`src/rtl/dsm_pkg.sv`:
```
package dsm_pkg;
  localparam int unsigned DSM_CNT_W       = 16;
  localparam int unsigned DSM_SYNC_STAGES = 2;

  // edges from comparator input to feedback output
  function automatic int unsigned dsm_loop_latency(input int unsigned stages);
    return stages + 1;
  endfunction
endpackage

```
`src/rtl/dsm_sync.sv`:
```
module dsm_sync #(
  parameter int unsigned STAGES = 2
) (
  input  logic clk_i,
  input  logic rst_ni,
  input  logic d_i,
  output logic q_o
);
  logic [STAGES-1:0] chain_q;

  generate
    if (STAGES == 1) begin : g_single
      always_ff @(posedge clk_i or negedge rst_ni) begin
        if (!rst_ni) chain_q <= '0;
        else         chain_q <= d_i;
      end
    end else begin : g_multi
      always_ff @(posedge clk_i or negedge rst_ni) begin
        if (!rst_ni) chain_q <= '0;
        else         chain_q <= {chain_q[STAGES-2:0], d_i};
      end
    end
  endgenerate

  assign q_o = chain_q[STAGES-1];
endmodule

```
`src/rtl/dsm_timebase.sv`:
```
module dsm_timebase #(
  parameter int unsigned CNT_W = 16
) (
  input  logic clk_i,
  input  logic rst_ni,
  output logic term_o
);
  logic [CNT_W-1:0] cnt_q;

  always_ff @(posedge clk_i or negedge rst_ni) begin
    if (!rst_ni) cnt_q <= '0;
    else         cnt_q <= cnt_q + 1'b1;
  end

  // last clock of the window
  assign term_o = &cnt_q;
endmodule

```
`src/rtl/dsm_totaliser.sv`:
```
module dsm_totaliser #(
  parameter int unsigned CNT_W = 16
) (
  input  logic             clk_i,
  input  logic             rst_ni,
  input  logic             bit_i,
  input  logic             term_i,
  output logic [CNT_W:0]   result_o,
  output logic             valid_o
);
  localparam int unsigned RES_W = CNT_W + 1;

  logic [CNT_W-1:0] total_q;
  logic [RES_W-1:0] result_q;
  logic             valid_q;
  logic [RES_W-1:0] closing_sum;

  // one bit wider than the total: a full window of ones reaches 2^CNT_W
  assign closing_sum = {1'b0, total_q} + {{CNT_W{1'b0}}, bit_i};

  always_ff @(posedge clk_i or negedge rst_ni) begin
    if (!rst_ni) begin
      total_q  <= '0;
      result_q <= '0;
      valid_q  <= 1'b0;
    end else if (term_i) begin
      result_q <= closing_sum;
      total_q  <= '0;
      valid_q  <= 1'b1;
    end else begin
      total_q  <= total_q + {{(CNT_W-1){1'b0}}, bit_i};
      valid_q  <= 1'b0;
    end
  end

  assign result_o = result_q;
  assign valid_o  = valid_q;
endmodule

```
`src/rtl/dsm_adc_core.sv`:
```
module dsm_adc_core
  import dsm_pkg::*;
#(
  parameter int unsigned CNT_W       = DSM_CNT_W,
  parameter int unsigned SYNC_STAGES = DSM_SYNC_STAGES
) (
  input  logic             clk_i,
  input  logic             rst_ni,
  input  logic             cmp_i,
  output logic             fb_o,
  output logic [CNT_W:0]   result_o,
  output logic             valid_o
);
  logic cmp_sync;
  logic fb_q;
  logic term;

  dsm_sync #(.STAGES(SYNC_STAGES)) u_sync (
    .clk_i (clk_i),
    .rst_ni(rst_ni),
    .d_i   (cmp_i),
    .q_o   (cmp_sync)
  );

  // the sampling flop: its output is both feedback and count input
  always_ff @(posedge clk_i or negedge rst_ni) begin
    if (!rst_ni) fb_q <= 1'b0;
    else         fb_q <= cmp_sync;
  end

  dsm_timebase #(.CNT_W(CNT_W)) u_timebase (
    .clk_i (clk_i),
    .rst_ni(rst_ni),
    .term_o(term)
  );

  dsm_totaliser #(.CNT_W(CNT_W)) u_totaliser (
    .clk_i   (clk_i),
    .rst_ni  (rst_ni),
    .bit_i   (fb_q),
    .term_i  (term),
    .result_o(result_o),
    .valid_o (valid_o)
  );

  assign fb_o = fb_q;
endmodule

```
`config.mk`:
```
export PLATFORM = sky130hd
export DESIGN_NAME = dsm_adc_core
export DESIGN_NICKNAME = d
export VERILOG_FILES = /design/src/rtl/dsm_pkg.sv /design/src/rtl/dsm_sync.sv /design/src/rtl/dsm_timebase.sv /design/src/rtl/dsm_totaliser.sv /design/src/rtl/dsm_adc_core.sv
export SDC_FILE = /design/constraint.sdc
export NUM_CORES = 1
export LEC_CHECK = 0
export ABC_AREA = 1
export BUFFER_PORTS_ARGS = -buffer_cell sky130_fd_sc_hd__buf_2
export CORE_MARGIN = 3
export CORE_UTILIZATION = 40
export CTS_CLUSTER_DIAMETER = 100
export DETAILED_ROUTE_END_ITERATION = 8
export GPL_ROUTABILITY_DRIVEN = 0
export SLEW_MARGIN = 40
export SYNTH_ARGS = -nofsm -noshare
export SYNTH_HDL_FRONTEND = slang
export SYNTH_HIERARCHICAL = 1
export SYNTH_SLANG_ARGS = --single-unit
```
`constraint.sdc`:
```
create_clock -name clk_i -period 2.84 [get_ports clk_i]
set_input_delay 0.568 -clock clk_i [delete_from_list [all_inputs] [get_ports clk_i]]
set_output_delay 0.568 -clock clk_i [all_outputs]
set_load 0.1 [all_outputs]
```
==> results list <==
- The netlist uses 24 different library cells.
- The routed design could run at a clock period as short as 1.791 ns.
- Sequential cell area fraction in the yosys report: 55.47%
- The sequential cells in the finished layout cover a total of 0.001326 sq mm.
- Maximum buffer depth of the clock tree: 2
- The die is 83.32 microns wide.
* IR drop worst, VDD: 0.0002380 V
- Number of diodes added for antenna fixing: 0
* Number of placement rows: 27
- The placed instances occupy a cell area of 0.002596 sq mm.
* Total of buffers placed on input and output ports: 21
- Final number of max-transition violations: 0
* Antenna violations before repair: 0
* Number of levels in the clock H-tree: 2
- Vias per inst: 4.641
- Internal power component: 1121 uW
- Relative to the synthesized area, the layout overhead comes to 12.93%.
* Status: complete, no violations
- EDFF count, synth: 0
- Global routing finished with a remaining overflow of 0.
* Final core utilization: 47.86%
- Total via count in the routed design: 1731
- The multi-input combinational cells in the finished layout cover a total of 952.2 sq um.
- Max-slew headroom: 67.79%
- CTS root buf: sky130_fd_sc_hd__clkbuf_8
- Primary FF master, synth: sky130_fd_sc_hd__dfrtp_1
- Combinational logic burns 11.2% of the power.
- Ports: 22
- Cell type contributing the most total cell area after synthesis: sky130_fd_sc_hd__dfrtp_1
* Most frequent cell after synthesis: sky130_fd_sc_hd__nand2_1
- Worst hold slack across all endpoints: 0.2183 ns
- Type of element launching the critical path: register
- The first global-routing pass estimated 8038 microns of wire.
- TritonCTS created 5 clock buffers.
- Cells with a size suffix above 1 make up 15.95% of the layout.
- Reg2reg end: u_totaliser/result_o[16]
- Clock insertion delay at the later pin of the skew report: 0.30 ns
- In this run, synthesis produced a sequential element count of 53.
- Pin count of the biggest net entering global routing: 40
- The worst setup path is of the reg -> reg kind.
- After detailed routing, the average wire length per cell comes to 11.61 microns.
- Ranked by instance count, the synthesized netlist is headed by sky130_fd_sc_hd__nand2_1, sky130_fd_sc_hd__dfrtp_1, sky130_fd_sc_hd__nor2_1.
* Remaining design rule violation count: 0
- Pwr dens: 559.0 mW/mm^2
* Fill cell total of the finished layout: 547
- The clock network accounts for 32.6% of the total power.
* Number of nets with antenna violations after detailed routing: 0
- For the final routed database, the setup TNS stands at 0 ns.
- Setup repair after global routing left no endpoint under its margin.
- Count of cells along the worst register-to-register path: 9
- At the worst endpoint, the required time is 3.06 ns.
- Design Area, Final: 0.002700 sq mm
- The startpoint identified for the worst register-to-register timing path is u_timebase/cnt_q[0].
* Final Hold Violating Endpoints: 0
* Reported net switching power: 388.7 uW
* Count of max-cap constraint violations: 0
* Highest fanout seen on the critical path: 28
- In this run the vertical extent of the chip is 83.32 microns.
- TritonCTS clock tree: built
- The tree built by TritonCTS fans out to 53 sinks.
* Number of synthesis warnings: 6
* Flop-to-flop setup slack: 1.05 ns
* Capturing element type of the critical path: register
- Number of detailed-route iterations in the first pass: 4
- After layout, the design draws a total of 1509 uW.
- After clock tree synthesis, the flow added hold-fix buffers numbering 0.
* Class of the tightest hold or removal check: in -> async
- Post-cts sizing count: 0
* Core region area: 0.005642 sq mm
* Total length of routed wires: 4330 microns
- Post-CTS clock slew at the launch and capture registers of the worst setup and hold paths: 0.09 ns
* Share of Yosys cell area claimed by the top area cell type: 55.47%
- Per report_power, the sequential group accounts for 56.2% of the total.
* Dpl hpwl: 3084 microns
* Die Outline Area: 0.006941 sq mm
* Gate Count Post-Synth: 274
- The number of global-route vias before repair is 1829.
- Syn_area_per_cell: 8.726 sq um
- The critical path starts at u_timebase/cnt_q[0].
- Timing would allow up to 558.4 MHz.
- Between clock sinks in the finished design, the worst skew comes to 0.008275 ns.
- Main area contributors after synthesis: sky130_fd_sc_hd__dfrtp_1, sky130_fd_sc_hd__nand2_1, sky130_fd_sc_hd__nor2_1
- For this run, the total global-route usage over all layers was measured as 13.99%.
- Switching Fraction: 25.75%
- After layout, the worst path uses 63.06% of the clock period.
- Initial standard-cell utilization of the core: 42.38%
- Summing every instance area after synthesis gives 0.002391 sq mm.
- Setup violations remaining at the end of the flow were counted as 0.
- The number of nets handed over by synthesis was 280.
- In this run the static leakage power is 0.001353 uW.
- Data on the critical path arrives at its endpoint at 2.01 ns.
- The detailed router finished its first iteration with 69 violations.
* Buffers inserted by post-CTS timing repair: 0
- Measured slew at the worst slew-check pin: 0.4832 ns
* Proportion of synthesized flip-flops having asynchronous set or reset: 100.0%
* Number of nets in the final layout: 307
-- cell families after synthesis --
group	count (synthesis)	share of synthesized area, %
fa+ha+maj	3	1.570
xor+xnor	15	5.495
buf+inv	30	4.709
simple gates	158	29.09
flops	53	55.47
compound gates	15	3.663
-- power by group through the flow --
stage | logic (uW) | registers [uW] | clock network, uW
finish | 169 | 848 | 492
global route | 204 | 857 | 547
CTS | 175 | 849 | 511
detailed placement | 175 | 862 | 0
global placement | 168 | 863 | 0
floorplan | 126 | 859 | 0
-- layout make-up --
type	instances	area share, %
Tap cell	72	3.336
Clock buffer	5	2.549
Inverter	26	3.614
Multi-Input combinational cell	191	35.26
Clock inverter	2	1.297
Timing Repair Buffer	24	4.819
Sequential cell	53	49.12
-- sequential cells by signal, summed over array words and instances, names as in the netlist --
name and flops:
u_timebase/cnt_q 16, fb_o 1, u_totaliser/result_o 17, u_sync/chain_q 2, u_totaliser/valid_o 1, u_totaliser/total_q 16
-- worst max-delay path, stage by stage (launching register included) --
cell and delay, ns:
sky130_fd_sc_hd__dfrtp_1 0.38, sky130_fd_sc_hd__ha_1 0.20, sky130_fd_sc_hd__nand3_2 0.12, sky130_fd_sc_hd__inv_1 0.11, sky130_fd_sc_hd__nand3_1 0.10, sky130_fd_sc_hd__nor3_2 0.17, sky130_fd_sc_hd__inv_2 0.22, sky130_fd_sc_hd__nor3_1 0.19
sky130_fd_sc_hd__nand3_1 0.08, sky130_fd_sc_hd__o21ai_0 0.14
-- per-layer routing --
layer / part of all wire [%] / up-vias / GRT usage [%]
li1: - / 909 / -
met1: 48 / 794 / 17.04
met2: 48 / 21 / 24.42
met3: 2.2 / 7 / 2.480
met4: 1.7 / 0 / 5.498
met5: 0 / - / 0
-- metrics by stage --
step	cells	worst slack (ns)
floorplan	274	0.7492
finish	373	1.049
global route	373	0.7797
detailed placement	366	1.050
CTS	373	1.026
global placement	366	1.092
-- worst max-delay path by stage --
stage,to,slack [ns],depth (start not counted)
after floorplan,u_totaliser/total_q[8],0.75,7
after global placement,u_totaliser/result_o[16],1.09,9
after detailed placement,u_totaliser/result_o[16],1.05,9
after CTS,u_totaliser/result_o[16],1.03,9
after global routing,u_totaliser/result_o[16],0.78,9
final,u_totaliser/result_o[16],1.05,9
-- placed cells by master (no fill, tap or decap), types with 3 or more instances in the layout --
cell,count
sky130_fd_sc_hd__buf_2,20
sky130_fd_sc_hd__buf_4,4
sky130_fd_sc_hd__clkbuf_8,5
sky130_fd_sc_hd__dfrtp_1,53
sky130_fd_sc_hd__ha_1,3
sky130_fd_sc_hd__inv_1,25
sky130_fd_sc_hd__nand2_1,82
sky130_fd_sc_hd__nand2_2,4
sky130_fd_sc_hd__nand3_1,19
sky130_fd_sc_hd__nand4_1,7
sky130_fd_sc_hd__nor2_1,32
sky130_fd_sc_hd__nor2_2,6
sky130_fd_sc_hd__o21ai_0,6
sky130_fd_sc_hd__o21ai_1,4
sky130_fd_sc_hd__xnor2_1,9
sky130_fd_sc_hd__xor2_1,6
(Power assumes the default switching activity.)
